**src/rtl/sag_pkg.sv**
```systemverilog
package sag_pkg;
  // Target of a configuration write
  typedef enum logic {
    SEL_LAST = 1'b0,
    SEL_PREF = 1'b1
  } cfg_sel_t;

  // Per-port event pair produced by a comparison
  typedef struct packed {
    logic chg;
    logic intr;
  } sag_event_t;
endpackage

```
**src/rtl/sag_port_slot.sv**
```systemverilog
module sag_port_slot #(
  parameter int ADDR_W = 48
) (
  input  logic                   clk,
  input  logic                   rst_n,
  input  logic                   hit,
  input  logic [ADDR_W-1:0]      addr,
  input  logic                   lock,
  input  logic                   wr_last,
  input  logic                   wr_pref,
  input  logic [ADDR_W-1:0]      wr_addr,
  output logic [ADDR_W-1:0]      last_q,
  output logic [ADDR_W-1:0]      pref_q,
  output logic                   pref_ok,
  output sag_pkg::sag_event_t    ev
);
  logic mism_last;
  logic mism_pref;

  always_comb begin
    mism_last = (addr != last_q);
    mism_pref = pref_ok && (addr != pref_q);
    ev.chg    = hit && (mism_last || mism_pref);
    ev.intr   = hit && mism_pref;
  end

  always_ff @(posedge clk or negedge rst_n) begin
    if (!rst_n) begin
      last_q  <= '0;
      pref_q  <= '0;
      pref_ok <= 1'b0;
    end else begin
      if (wr_last)
        last_q <= wr_addr;
      else if (hit && !lock && mism_last)
        last_q <= addr;
      if (wr_pref) begin
        pref_q  <= wr_addr;
        pref_ok <= 1'b1;
      end
    end
  end
endmodule

```
**src/rtl/sag_irq_ctrl.sv**
```systemverilog
module sag_irq_ctrl #(
  parameter int NUM_PORTS = 4
) (
  input  logic                 clk,
  input  logic                 rst_n,
  input  logic [NUM_PORTS-1:0] ev_chg,
  input  logic [NUM_PORTS-1:0] ev_intr,
  input  logic [NUM_PORTS-1:0] clr_chg,
  input  logic [NUM_PORTS-1:0] clr_intr,
  input  logic [NUM_PORTS-1:0] chg_en,
  input  logic [NUM_PORTS-1:0] intr_en,
  output logic [NUM_PORTS-1:0] chg_status,
  output logic [NUM_PORTS-1:0] intr_status,
  output logic                 irq
);
  always_ff @(posedge clk or negedge rst_n) begin
    if (!rst_n) begin
      chg_status  <= '0;
      intr_status <= '0;
    end else begin
      // a fresh event overrides a clear in the same cycle
      chg_status  <= (chg_status  & ~clr_chg)  | ev_chg;
      intr_status <= (intr_status & ~clr_intr) | ev_intr;
    end
  end

  assign irq = |((chg_status & chg_en) | (intr_status & intr_en));
endmodule

```
**src/rtl/srcaddr_guard.sv**
```systemverilog
module srcaddr_guard #(
  parameter int NUM_PORTS = 4,
  parameter int ADDR_W    = 48,
  parameter int PORT_W    = (NUM_PORTS > 1) ? $clog2(NUM_PORTS) : 1
) (
  input  logic                 clk,
  input  logic                 rst_n,
  input  logic                 fr_valid,
  output logic                 fr_ready,
  input  logic [PORT_W-1:0]    fr_port,
  input  logic                 fr_good,
  input  logic [ADDR_W-1:0]    fr_addr,
  input  logic                 cfg_we,
  input  logic                 cfg_sel,
  input  logic [PORT_W-1:0]    cfg_port,
  input  logic [ADDR_W-1:0]    cfg_addr,
  input  logic [NUM_PORTS-1:0] cfg_lock,
  input  logic [NUM_PORTS-1:0] chg_en,
  input  logic [NUM_PORTS-1:0] intr_en,
  input  logic [NUM_PORTS-1:0] clr_chg,
  input  logic [NUM_PORTS-1:0] clr_intr,
  output logic [NUM_PORTS-1:0] chg_status,
  output logic [NUM_PORTS-1:0] intr_status,
  output logic                 irq,
  input  logic [PORT_W-1:0]    rd_port,
  output logic [ADDR_W-1:0]    rd_last,
  output logic [ADDR_W-1:0]    rd_pref,
  output logic                 rd_pref_ok
);
  import sag_pkg::*;

  logic [NUM_PORTS-1:0][ADDR_W-1:0] last_all;
  logic [NUM_PORTS-1:0][ADDR_W-1:0] pref_all;
  logic [NUM_PORTS-1:0]             pref_ok_all;
  logic [NUM_PORTS-1:0]             ev_chg;
  logic [NUM_PORTS-1:0]             ev_intr;

  // The record stream is never stalled
  assign fr_ready = 1'b1;

  for (genvar i = 0; i < NUM_PORTS; i++) begin : g_port
    logic       hit;
    logic       wr_last;
    logic       wr_pref;
    sag_event_t ev;

    assign hit     = fr_valid && fr_good && (fr_port == PORT_W'(i));
    assign wr_last = cfg_we && (cfg_port == PORT_W'(i)) && (cfg_sel == SEL_LAST);
    assign wr_pref = cfg_we && (cfg_port == PORT_W'(i)) && (cfg_sel == SEL_PREF);

    sag_port_slot #(.ADDR_W(ADDR_W)) u_slot (
      .clk     (clk),
      .rst_n   (rst_n),
      .hit     (hit),
      .addr    (fr_addr),
      .lock    (cfg_lock[i]),
      .wr_last (wr_last),
      .wr_pref (wr_pref),
      .wr_addr (cfg_addr),
      .last_q  (last_all[i]),
      .pref_q  (pref_all[i]),
      .pref_ok (pref_ok_all[i]),
      .ev      (ev)
    );

    assign ev_chg[i]  = ev.chg;
    assign ev_intr[i] = ev.intr;
  end

  sag_irq_ctrl #(.NUM_PORTS(NUM_PORTS)) u_irq (
    .clk         (clk),
    .rst_n       (rst_n),
    .ev_chg      (ev_chg),
    .ev_intr     (ev_intr),
    .clr_chg     (clr_chg),
    .clr_intr    (clr_intr),
    .chg_en      (chg_en),
    .intr_en     (intr_en),
    .chg_status  (chg_status),
    .intr_status (intr_status),
    .irq         (irq)
  );

  assign rd_last    = last_all[rd_port];
  assign rd_pref    = pref_all[rd_port];
  assign rd_pref_ok = pref_ok_all[rd_port];
endmodule

```
**config.mk**
```make
export PLATFORM = sky130hd
export DESIGN_NAME = srcaddr_guard
export DESIGN_NICKNAME = d
export VERILOG_FILES = /design/src/rtl/sag_pkg.sv /design/src/rtl/sag_port_slot.sv /design/src/rtl/sag_irq_ctrl.sv /design/src/rtl/srcaddr_guard.sv
export SDC_FILE = /design/constraint.sdc
export NUM_CORES = 1
export LEC_CHECK = 0
export BUFFER_PORTS_ARGS = -buffer_cell sky130_fd_sc_hd__buf_2
export CAP_MARGIN = 20
export CORE_MARGIN = 2
export CORE_UTILIZATION = 46
export CTS_CLUSTER_SIZE = 8
export DETAILED_ROUTE_END_ITERATION = 16
export PLACE_DENSITY = 0.67
export SKIP_LAST_GASP = 1
export SLEW_MARGIN = 25
export SYNTH_ARGS = -nofsm -noshare
export SYNTH_HDL_FRONTEND = slang
export SYNTH_SLANG_ARGS = --single-unit
```
**constraint.sdc**
```tcl
create_clock -name clk -period 4.1 [get_ports clk]
set_input_delay 1.025 -clock clk [delete_from_list [all_inputs] [get_ports clk]]
set_output_delay 1.025 -clock clk [all_outputs]
set_load 0.01 [all_outputs]
```
After elaboration in Yosys (flattened, before gate mapping)
Cells that the tools add are included.
{"block": "totals", "reg_bits": 396, "input_bits": 128, "wordCells": 105}
{"block": "op_classes", "order_cmp": 1, "eq_ne": 14, "mux": 14, "n_bitwise": 10, "reduce_logical": 52}
{"op": "$mux 48", "count": 10}
{"op": "$ne 48x48->1", "count": 8}
{"op": "$bmux 48 s2", "count": 2}
{"op": "$logic_and 1x1->1", "count": 37}
{"op": "$and 4x4->4", "count": 4}
{"op": "$or 4x4->4", "count": 3}
{"op": "$eq 2x2->1 const B", "count": 4}
{"op": "$not 4->4", "count": 2}
{"op": "$reduce_bool 2->1", "count": 4}
{"op": "$eq 2x1->1 const B", "count": 2}
{"op": "$logic_not 1->1", "count": 4}
{"op": "$logic_not 2->1", "count": 2}
{"op": "$logic_or 1x1->1", "count": 4}
{"op": "$reduce_or 4->1", "count": 1}
{"op": "$lt 2x3->1 const B", "count": 1}
{"op": "$bmux 1 s2", "count": 1}
{"op": "$mux 1", "count": 1}
{"op": "$not 1->1", "count": 1}

Logic depth before layout (Yosys ltp)
Gate-level depths: netlist of run 1.
{"block": "logic_depth", "ltp_word": 6, "ltp_mapped": 9, "ltp_nobuf": 6}

Modules after synthesis
A second synthesis of run 1 with hierarchy kept.
{"block": "hier_totals", "cells_unflattened": 2442, "hier_area_um2": 25976.2}
{"mod": "sag_port_slot", "n_inst": 4, "cells_each": 570, "area_per_inst_um2": 5796.8}
{"mod": "srcaddr_guard", "n_inst": 1, "cells_each": 133, "area_per_inst_um2": 2461.1}
{"mod": "sag_irq_ctrl", "n_inst": 1, "cells_each": 29, "area_per_inst_um2": 327.8}

Worst setup path before layout of run 1
OpenSTA, ideal clock, no wires.
{"block": "synth_timing", "kind": "input port to output port", "from": "in rd_port[0]", "to": "out rd_pref[39]", "arrival_ns": 2.600, "required_ns": 3.075, "slack_ns": 0.475, "stages": 4, "cell_sequence": "clkbuf_1 > buf_2 > buf_1 > mux4_2"}
{"block": "synth_via", "elab_chain_cells": 2}
{"item": "start: declaration", "line": "srcaddr_guard.sv:25", "rtl": "input logic [PORT_W-1:0] rd_port,"}
{"item": "$bmux 48 s2", "line": "srcaddr_guard.sv:85", "rtl": "assign rd_pref = pref_all[rd_port];"}
{"item": "$mux 48 (implied by the code)", "line": "srcaddr_guard.sv:85"}
{"item": "end: declaration", "line": "srcaddr_guard.sv:27", "rtl": "output logic [ADDR_W-1:0] rd_pref,"}
Every way passes these cells. The select of a mux whose other input is x is not followed.

Worst setup path in the final report of run 1
{"block": "layout_timing", "from": "in rd_port[0]", "to": "out rd_pref[25]"}
Same word-level chain as after synthesis.

==> results.yml, run 1 <==
outcome:
  result_of_the_run: "finished clean"
setup_path:
  crit_path_end_kind: "primary output"
  worst-path-max-fanout: 26
  crit_path_max_incr_delay_ps: 600
  worst_ep_required_time_ps: 3070
  cp_arrival_ps: 2380
  critical_path.reg2reg.startpoint: "g_port[0].u_slot.last_q[41]"
  setup.worst_path.class: "input port to primary output"
  start_kind: "input port"
  worst_reg_to_reg_cells: 7
  cells_along_the_critical_path: "buf_6 -> buf_12 -> mux4_2 -> buf_2"
  cpLargestDelayFamily: "buffers and inverters"
  cp_num_cells: 4
  slowest_stage: "sky130_fd_sc_hd__mux4_2"
  worst-path-buf-inv: 3
  reg2reg_to: "g_port[0].u_slot.last_q[43]"
  worst-r2r-setup-slack_ps: 1170
timing:
  fin_tns_setup_ps: 0
  slew-limit-headroom: 0.447
  drv_slew: 0
  layout_worst_path_cycle_share: 0.832
  finalSetupViolCount: 0
  layout_min_cycle_time_ps: 3410
  count_of_final_hold_check_violations: 0
  max_slew.worst_pin.slew_ps: 826
  grt_setup_unrepaired: "no"
  worst_setup_skew_after_layout_ps: 21.9
  fmax_ghz: 0.293
  holdWs_ps: 394
floorplanning:
  die-height_um: 228
  std_cell_rows: 82
  floorplan.initialDensity: 0.463
  die_width_um: 228
  fp.dieArea_um2: 52200
  ioPinCount: 235
  floorplan.core_area_um2: 50000
cts:
  cts.repair_timing.setup_buffer_count: 0
  path_clk_slew_ps: 50
  tritoncts: "built"
  cts-hold-fix-buffers: 0
  cts_sinks: 396
  post_cts_resized: 0
  clockRootBuffer: "sky130_fd_sc_hd__clkbuf_16"
  insertion_delay_ps: 630
  cts_inserted_buffers: 56
  max-clock-path-buffers: 3
  ctsHtreeMaxLevel: 2
hold_path:
  worst_hold_path_type: "input port to async pin"
global_routing:
  maximum_number_of_pins_on_one_net_before_global_route_repair: 87
  grt_use_total: 0.350
  gr_overflow_total: 0
  grt_first_pass_wirelength_mm: 130
  grt_pass1_vias: 17300
  initial_antenna_violation_count: 8
power:
  power.switching_w: 0.00506
  reg_power_frac: 0.401
  combinationalPowerShare: 0.304
  p_per_area_nw_per_um2: 530
  vdd_ir_drop_max_v: 0.000337
  power.share.clock: 0.295
  netSwitchingFraction: 0.358
  p_leak_nw: 12.2
  power_report.internal_total_w: 0.00905
  post-layout-total-power_w: 0.0141
synth:
  number_of_flops_mapped_to_enable_cells_by_yosys: 0
  cell_area_synth_um2: 23200
  synthCells: 1979
  main_synth_ff_type: "sky130_fd_sc_hd__dfrtp_1"
  synth.yosys.warnings: 0
  netlist-cell-type-count: 32
  seq_total_area_yosys: 0.428
  syn_avg_cell_area_um2: 11.7
  number_of_nets_produced_by_synthesis: 2107
  asyncSetResetFlopFracSynth: 1.00
  synth-seq-cells: 396
detailed_routing:
  detailroute.via_count: 17600
  wl_mm: 91.1
  post_drt_via_cell_ratio: 6.18
  detail_route.drc_violations: 0
  drt_first_iter_violations: 2015
  firstDrtPassIters: 8
  wl_per_cell_um: 31.9
  antenna_left: 0
layout:
  layout-area-overhead-vs-synth_pct: 15.0
  final_layout_size_suffix_gt1_frac: 0.298
  finish.instance_area_um2: 26600
  num-nets-final: 2303
  filler_cell_count: 4330
place:
  placed_area_um2: 25100
  place.port_buffers: 233
  dpl.hpwl_mm: 67.6
  routabilityCongestion: 1.01
run:
  cap_viol_max_count: 0
==> Yosys cell counts (2+ instances only) <==
master,instances,area share
sky130_fd_sc_hd__a21oi_1,192,0.041
sky130_fd_sc_hd__a22oi_1,4,0.0013
sky130_fd_sc_hd__a311o_1,3,0.0013
sky130_fd_sc_hd__buf_1,26,0.0042
sky130_fd_sc_hd__buf_12,4,0.0035
sky130_fd_sc_hd__buf_2,49,0.011
sky130_fd_sc_hd__buf_4,11,0.0036
sky130_fd_sc_hd__buf_6,9,0.0044
sky130_fd_sc_hd__clkbuf_1,53,0.0086
sky130_fd_sc_hd__dfrtp_1,396,0.43
sky130_fd_sc_hd__inv_1,11,0.0018
sky130_fd_sc_hd__mux2_2,192,0.093
sky130_fd_sc_hd__mux2i_1,192,0.083
sky130_fd_sc_hd__mux4_2,97,0.094
sky130_fd_sc_hd__nand2_1,6,0.00097
sky130_fd_sc_hd__nand3_1,3,0.00065
sky130_fd_sc_hd__nand4_1,54,0.015
sky130_fd_sc_hd__nand4b_1,3,0.0011
sky130_fd_sc_hd__nor2_1,197,0.032
sky130_fd_sc_hd__nor2b_1,2,0.00054
sky130_fd_sc_hd__nor3_1,5,0.0011
sky130_fd_sc_hd__nor4_1,69,0.019
sky130_fd_sc_hd__o21ai_0,4,0.00086
sky130_fd_sc_hd__o221ai_1,4,0.0015
sky130_fd_sc_hd__o31ai_2,4,0.0022
sky130_fd_sc_hd__xnor2_1,144,0.054
sky130_fd_sc_hd__xor2_1,240,0.091
==> power groups by stage <==
stage                     logic, W  registers [W]  clock network, W
final                      0.00429        0.00566           0.00416
after global routing       0.00444        0.00577           0.00433
after detailed placement   0.00418        0.00570                 0
after floorplan            0.00241        0.00543                 0
after global placement     0.00416        0.00564                 0
after CTS                  0.00421        0.00564           0.00419
==> worst register-to-register path: stages, from the launching register on <==
cell	delay, ps
sky130_fd_sc_hd__dfrtp_1	400
sky130_fd_sc_hd__xor2_1	210
sky130_fd_sc_hd__nor4_1	620
sky130_fd_sc_hd__nand4_1	410
sky130_fd_sc_hd__o31ai_4	460
sky130_fd_sc_hd__buf_12	290
sky130_fd_sc_hd__mux2i_1	290
sky130_fd_sc_hd__a21oi_1	90
==> cell families (layout without fill, tap and decap cells) <==
logic type | after synthesis | after routing | share of synthesized area
compound gates | 212 | 212 | 0.0490
xor+xnor | 384 | 384 | 0.145
buf+inv | 163 | 365 | 0.0366
flops | 396 | 396 | 0.428
mux | 481 | 481 | 0.271
other cells | 1 | 5 | 0.000162
simple gates | 342 | 342 | 0.0705
==> cell usage in the layout (no fill, tap or decap), types with 2 or more instances in the layout <==
master / Yosys / layout
sky130_fd_sc_hd__a21oi_1: 192 / 192
sky130_fd_sc_hd__a22oi_1: 4 / 4
sky130_fd_sc_hd__a311o_1: 3 / 3
sky130_fd_sc_hd__buf_12: 4 / 19
sky130_fd_sc_hd__buf_2: 49 / 230
sky130_fd_sc_hd__buf_4: 11 / 38
sky130_fd_sc_hd__clkbuf_1: 53 / 3
sky130_fd_sc_hd__clkbuf_16: 0 / 57
sky130_fd_sc_hd__dfrtp_1: 396 / 396
sky130_fd_sc_hd__diode_2: 0 / 4
sky130_fd_sc_hd__inv_1: 11 / 11
sky130_fd_sc_hd__inv_6: 0 / 2
sky130_fd_sc_hd__mux2_2: 192 / 192
sky130_fd_sc_hd__mux2i_1: 192 / 192
sky130_fd_sc_hd__mux4_2: 97 / 97
sky130_fd_sc_hd__nand2_1: 6 / 4
sky130_fd_sc_hd__nand2_4: 0 / 2
sky130_fd_sc_hd__nand3_4: 0 / 3
sky130_fd_sc_hd__nand4_1: 54 / 54
sky130_fd_sc_hd__nand4b_1: 3 / 3
sky130_fd_sc_hd__nor2_1: 197 / 197
sky130_fd_sc_hd__nor2b_1: 2 / 2
sky130_fd_sc_hd__nor3_1: 5 / 5
sky130_fd_sc_hd__nor4_1: 69 / 69
sky130_fd_sc_hd__o21ai_0: 4 / 4
sky130_fd_sc_hd__o221ai_1: 4 / 4
sky130_fd_sc_hd__o31ai_4: 0 / 4
sky130_fd_sc_hd__xnor2_1: 144 / 144
sky130_fd_sc_hd__xor2_1: 240 / 240
==> stage by stage <==
step,setup WS (ps),instances,util
finish,690,2857,0.533
CTS,665,2852,0.532
detailed placement,395,2788,0.503
floorplan,475,1979,-
global placement,395,2788,0.503
global route,632,2856,0.533
==> cell type report <==
cell class | count | area, um2 | share of cell area
Clock buffer | 60 | 1440 | 0.0540
Tap cell | 672 | 841 | 0.0316
Timing Repair Buffer | 290 | 1870 | 0.0702
Multi-Input combinational cell | 1420 | 12500 | 0.469
Inverter | 11 | 41.3 | 0.00155
Antenna cell | 4 | 10.0 | 0.000376
Clock inverter | 4 | 31.3 | 0.00117
Sequential cell | 396 | 9910 | 0.372
==> how the worst max path moves through the flow <==
stage / startpoint / to / slack (ps)
after floorplan: rd_port[0] / rd_pref[39] / 470
after global placement: fr_addr[41] / g_port[0].u_slot.last_q[2] / 390
after detailed placement: fr_addr[10] / g_port[3].u_slot.last_q[38] / 400
after CTS: rd_port[0] / rd_pref[28] / 670
after global routing: rd_port[0] / rd_last[21] / 630
final: rd_port[0] / rd_pref[25] / 690
==> registers in the layout (all words and copies together), names as in the netlist <==
| signal | count |
|---|---|
| g_port.u_slot.last_q | 192 |
| g_port.u_slot.pref_ok | 4 |
| g_port.u_slot.pref_q | 192 |
| u_irq.chg_status | 4 |
| u_irq.intr_status | 4 |
==> routing by layer <==
metal,up-vias,GRT usage,part of all wire
li1,7449,-,-
met1,8963,0.483,0.40
met2,1024,0.512,0.44
met3,202,0.0776,0.097
met4,6,0.194,0.062
met5,-,0,0.00036
Note: power is estimated with default switching activity, not from simulation.
==> run 2, diff against run 1 <==
==> constraint.sdc (replaced) <==
create_clock -name clk -period 3.3 [get_ports clk]
set_input_delay 0.825 -clock clk [delete_from_list [all_inputs] [get_ports clk]]
set_output_delay 0.825 -clock clk [all_outputs]
set_load 0.01 [all_outputs]
==> results.yml, run 2 (synthesized netlist as in run 1, its figures left out) <==
outcome:
  result_of_the_run: "finished clean"
power:
  reg_power_frac: 0.397
  power.share.clock: 0.289
  p_per_area_nw_per_um2: 641
  p_leak_nw: 12.8
  vdd_ir_drop_max_v: 0.000355
  power.switching_w: 0.00632
  netSwitchingFraction: 0.357
  combinationalPowerShare: 0.314
  power_report.internal_total_w: 0.0114
setup_path:
  start_kind: "input port"
  crit_path_end_kind: "primary output"
  worst-path-max-fanout: 21
  cp_arrival_ps: 2240
  worst_ep_required_time_ps: 2470
  setup.worst_path.class: "input port to primary output"
timing:
  grt_setup_unrepaired: "no"
  holdWs_ps: 278
  max_slew.worst_pin.slew_ps: 849
  fmax_ghz: 0.327
  count_of_final_hold_check_violations: 0
  layout_worst_path_cycle_share: 0.927
  slew-limit-headroom: 0.432
  layout_min_cycle_time_ps: 3060
  finalSetupViolCount: 0
  drv_slew: 0
  worst_setup_skew_after_layout_ps: 23.7
detailed_routing:
  post_drt_via_cell_ratio: 6.20
  firstDrtPassIters: 5
  antenna_left: 0
  wl_mm: 92.7
  drt_first_iter_violations: 2210
  detailroute.via_count: 18300
  detail_route.drc_violations: 0
  wl_per_cell_um: 31.3
cts:
  clockRootBuffer: "sky130_fd_sc_hd__clkbuf_16"
  cts-hold-fix-buffers: 0
  max-clock-path-buffers: 3
  cts_sinks: 396
  path_clk_slew_ps: 50
  cts.repair_timing.setup_buffer_count: 0
  tritoncts: "built"
  post_cts_resized: 0
  ctsHtreeMaxLevel: 2
  insertion_delay_ps: 620
  cts_inserted_buffers: 55
floorplanning:
  floorplan.initialDensity: 0.463
  die_width_um: 228
  std_cell_rows: 82
  fp.dieArea_um2: 52200
  floorplan.core_area_um2: 50000
  ioPinCount: 235
  die-height_um: 228
layout:
  layout-area-overhead-vs-synth_pct: 19.2
  num-nets-final: 2410
  final_layout_size_suffix_gt1_frac: 0.330
  reg.largest.list: "g_port.u_slot.last_q (192), g_port.u_slot.pref_q (192)"
  most-common-layout-cells: "sky130_fd_sc_hd__dfrtp_1, sky130_fd_sc_hd__xor2_1, sky130_fd_sc_hd__buf_2"
  final_common_cell: "sky130_fd_sc_hd__dfrtp_1"
  num_antenna_cells: 0
  fin_cells: 2958
place:
  routabilityCongestion: 1.07
  dpl.cell_count: 2897
  dpl.hpwl_mm: 69.8
  place.port_buffers: 233
run:
  cap_viol_max_count: 0
hold_path:
  worst_hold_path_type: "input port to async pin"
global_routing:
  initial_antenna_violation_count: 3
  grt_pass1_vias: 18100
  grt_first_pass_wirelength_mm: 132
  gr_overflow_total: 0
  grt_use_total: 0.353
  maximum_number_of_pins_on_one_net_before_global_route_repair: 97
==> run 2: final timing paths <==
path	from	depth (start not counted)	endpoint	slack (ps)
max in group asynchronous	rst_n	2	g_port[1].u_slot.pref_q[8]	2100
max	rd_port[0]	4	rd_pref[45]	240
min	rst_n	1	g_port[0].u_slot.last_q[26]	280
min reg2reg	g_port[2].u_slot.pref_ok	2	g_port[2].u_slot.pref_ok	480
max reg2reg	g_port[3].u_slot.last_q[39]	7	g_port[3].u_slot.last_q[5]	520
min in group clk	clr_intr[0]	2	u_irq.intr_status[0]	390
==> run 2: layer usage <==
metal  GRT usage  wire length, um  vias to the layer above
met5           0               40                        -
met4       0.183             5360                        6
met3      0.0719             9050                      207
met2       0.532            41100                     1076
met1       0.484            37200                     9380
li1            -                -                     7656
==> run 2: power by group through the flow <==
stage	Clock (W)	Combinational (W)	Sequential [W]
2_1_floorplan	0	0.00300	0.00675
4_1_cts	0.00516	0.00544	0.00700
6_report	0.00511	0.00556	0.00702
3_3_place_gp	0	0.00536	0.00699
5_1_grt	0.00534	0.00571	0.00715
3_5_place_dp	0	0.00541	0.00707
==> run 2: final cells by class <==
| class | count | area [um2] |
|---|---|---|
| clock buffer | 61 | 1440 |
| tap | 672 | 841 |
| sequential | 396 | 9910 |
| multi-input combinational | 1420 | 12500 |
| timing repair buffer | 398 | 2870 |
| inverter | 11 | 41.3 |
| fill | 4307 | 22400 |
==> run 2: metrics by stage <==
stage | worst slack [ps] | util | power (W) | instance area [um2] | TNS (ps)
after floorplan | 74.9 | - | 0.00974 | 23200 | 0
after global placement | -9.36 | 0.523 | 0.0123 | 26200 | -26.9
after detailed placement | -15.0 | 0.523 | 0.0125 | 26200 | -24.4
after CTS | 239 | 0.552 | 0.0176 | 27600 | 0
after global routing | 214 | 0.552 | 0.0182 | 27600 | 0
final | 239 | 0.552 | 0.0177 | 27600 | 0
==> run 2: worst max-delay path: stages <==
cell,delay (ps)
sky130_fd_sc_hd__buf_6,340
sky130_fd_sc_hd__buf_4,290
sky130_fd_sc_hd__mux4_2,580
sky130_fd_sc_hd__buf_2,170
==> run 3, diff against run 2 <==
==> constraint.sdc (replaced) <==
create_clock -name clk -period 3.7 [get_ports clk]
set_input_delay 0.925 -clock clk [delete_from_list [all_inputs] [get_ports clk]]
set_output_delay 0.925 -clock clk [all_outputs]
set_load 0.01 [all_outputs]
==> results.yml, run 3 (synthesized netlist as in run 1, its figures left out) <==
floorplanning:
  die_width_um: 228
  floorplan.core_area_um2: 50000
  ioPinCount: 235
  fp.dieArea_um2: 52200
  floorplan.initialDensity: 0.463
  die-height_um: 228
  std_cell_rows: 82
cts:
  path_clk_slew_ps: 50
  cts_inserted_buffers: 55
  post_cts_resized: 0
  insertion_delay_ps: 620
  cts_sinks: 396
  cts.repair_timing.setup_buffer_count: 0
  max-clock-path-buffers: 3
  ctsHtreeMaxLevel: 2
  cts-hold-fix-buffers: 0
  tritoncts: "built"
  clockRootBuffer: "sky130_fd_sc_hd__clkbuf_16"
power:
  power_report.internal_total_w: 0.00999
  netSwitchingFraction: 0.361
  p_leak_nw: 12.3
  reg_power_frac: 0.400
  vdd_ir_drop_max_v: 0.000360
  power.share.clock: 0.290
  power.switching_w: 0.00565
  p_per_area_nw_per_um2: 582
  combinationalPowerShare: 0.310
global_routing:
  maximum_number_of_pins_on_one_net_before_global_route_repair: 82
  grt_first_pass_wirelength_mm: 132
  initial_antenna_violation_count: 9
  grt_pass1_vias: 17500
  gr_overflow_total: 0
  grt_use_total: 0.353
layout:
  num-nets-final: 2334
  final_common_cell: "sky130_fd_sc_hd__dfrtp_1"
  reg.largest.list: "g_port.u_slot.last_q (192), g_port.u_slot.pref_q (192)"
  layout-area-overhead-vs-synth_pct: 16.0
  final_layout_size_suffix_gt1_frac: 0.308
  fin_cells: 2888
  most-common-layout-cells: "sky130_fd_sc_hd__dfrtp_1, sky130_fd_sc_hd__xor2_1, sky130_fd_sc_hd__buf_2"
setup_path:
  setup.worst_path.class: "input port to primary output"
  crit_path_end_kind: "primary output"
  worst-path-max-fanout: 18
  cp_arrival_ps: 2310
  worst_ep_required_time_ps: 2770
  start_kind: "input port"
place:
  routabilityCongestion: 1.07
  place_worst_setup_slack_ps: 65.0
  dpl.hpwl_mm: 69.0
  place.port_buffers: 233
  dpl.cell_count: 2821
timing:
  holdWs_ps: 388
  fin_tns_setup_ps: 0
  worst_setup_skew_after_layout_ps: 16.9
  fmax_ghz: 0.309
  timing.final.ws_setup_ps: 468
  max_slew.worst_pin.slew_ps: 868
  drv_slew: 0
  layout_min_cycle_time_ps: 3230
  count_of_final_hold_check_violations: 0
  grt_setup_unrepaired: "no"
  slew-limit-headroom: 0.416
  layout_worst_path_cycle_share: 0.874
  finalSetupViolCount: 0
detailed_routing:
  wl_mm: 92.4
  detailroute.via_count: 18100
  detail_route.drc_violations: 0
  post_drt_via_cell_ratio: 6.25
  drt_first_iter_violations: 1944
  wl_per_cell_um: 32.0
  firstDrtPassIters: 6
  antenna_left: 0
outcome:
  result_of_the_run: "finished clean"
run:
  cap_viol_max_count: 0
hold_path:
  worst_hold_path_type: "input port to async pin"
[run 3: cell count changes in the layout (fill, tap and decap cells not counted)]
| cell | delta |
|---|---|
| sky130_fd_sc_hd__buf_4 | -63 |
| sky130_fd_sc_hd__inv_6 | +3 |
| sky130_fd_sc_hd__clkbuf_16 | -2 |
| sky130_fd_sc_hd__diode_2 | +5 |
| sky130_fd_sc_hd__buf_12 | -13 |
[run 3: power by group through the flow]
stage / Clock [W] / Combinational, W / Sequential, W
4_1_cts: 0.00456 / 0.00476 / 0.00623
3_3_place_gp: 0 / 0.00468 / 0.00622
2_1_floorplan: 0 / 0.00267 / 0.00602
5_1_grt: 0.00472 / 0.00499 / 0.00637
6_report: 0.00453 / 0.00485 / 0.00625
3_5_place_dp: 0 / 0.00473 / 0.00630
[run 3: path summary, 6_finish.rpt]
path	endpoint	depth (start not counted)	startpoint	slack [ps]
max	rd_pref[0]	4	rd_port[0]	470
min	g_port[1].u_slot.pref_q[22]	1	rst_n	390
max reg2reg	g_port[1].u_slot.last_q[3]	7	g_port[1].u_slot.last_q[25]	780
min reg2reg	g_port[3].u_slot.pref_q[37]	1	g_port[3].u_slot.pref_q[37]	540
max in group asynchronous	g_port[0].u_slot.last_q[36]	2	rst_n	2480
min in group clk	u_irq.intr_status[0]	2	clr_intr[0]	500
[run 3: metrics by stage]
| stage | power (W) | utilization | cell area [um2] |
|---|---|---|---|
| 6_report | 0.0156 | 0.537 | 26900 |
| 5_1_grt | 0.0161 | 0.537 | 26800 |
| 4_1_cts | 0.0155 | 0.537 | 26800 |
| 3_5_place_dp | 0.0110 | 0.509 | 25400 |
| 3_3_place_gp | 0.0109 | 0.509 | 25400 |
| 2_1_floorplan | 0.00869 | - | 23200 |
[run 3: worst max-delay path, stage by stage]
cell	delay, ps
sky130_fd_sc_hd__buf_6	100
sky130_fd_sc_hd__buf_4	390
sky130_fd_sc_hd__mux4_2	670
sky130_fd_sc_hd__buf_2	190
[run 3: routing by layer]
metal | share of wire | global-route usage | wire length, um | vias to the layer above
met5 | 0.00068 | 0 | 63 | -
met2 | 0.45 | 0.537 | 41200 | 1067
li1 | - | - | - | 7508
met3 | 0.098 | 0.0726 | 9060 | 219
met1 | 0.40 | 0.481 | 36700 | 9251
met4 | 0.057 | 0.179 | 5260 | 10
[run 3: layout make-up]
| class | instances | area, um2 |
|---|---|---|
| clock inverters | 3 | 26.3 |
| repair buffers | 322 | 2140 |
| diodes | 5 | 12.5 |
| clock buffers | 59 | 1390 |
| well taps | 672 | 841 |
| flip-flops and latches | 396 | 9910 |
| multi-input cells | 1420 | 12500 |
| inverters | 11 | 41.3 |
| fillers | 4373 | 23100 |
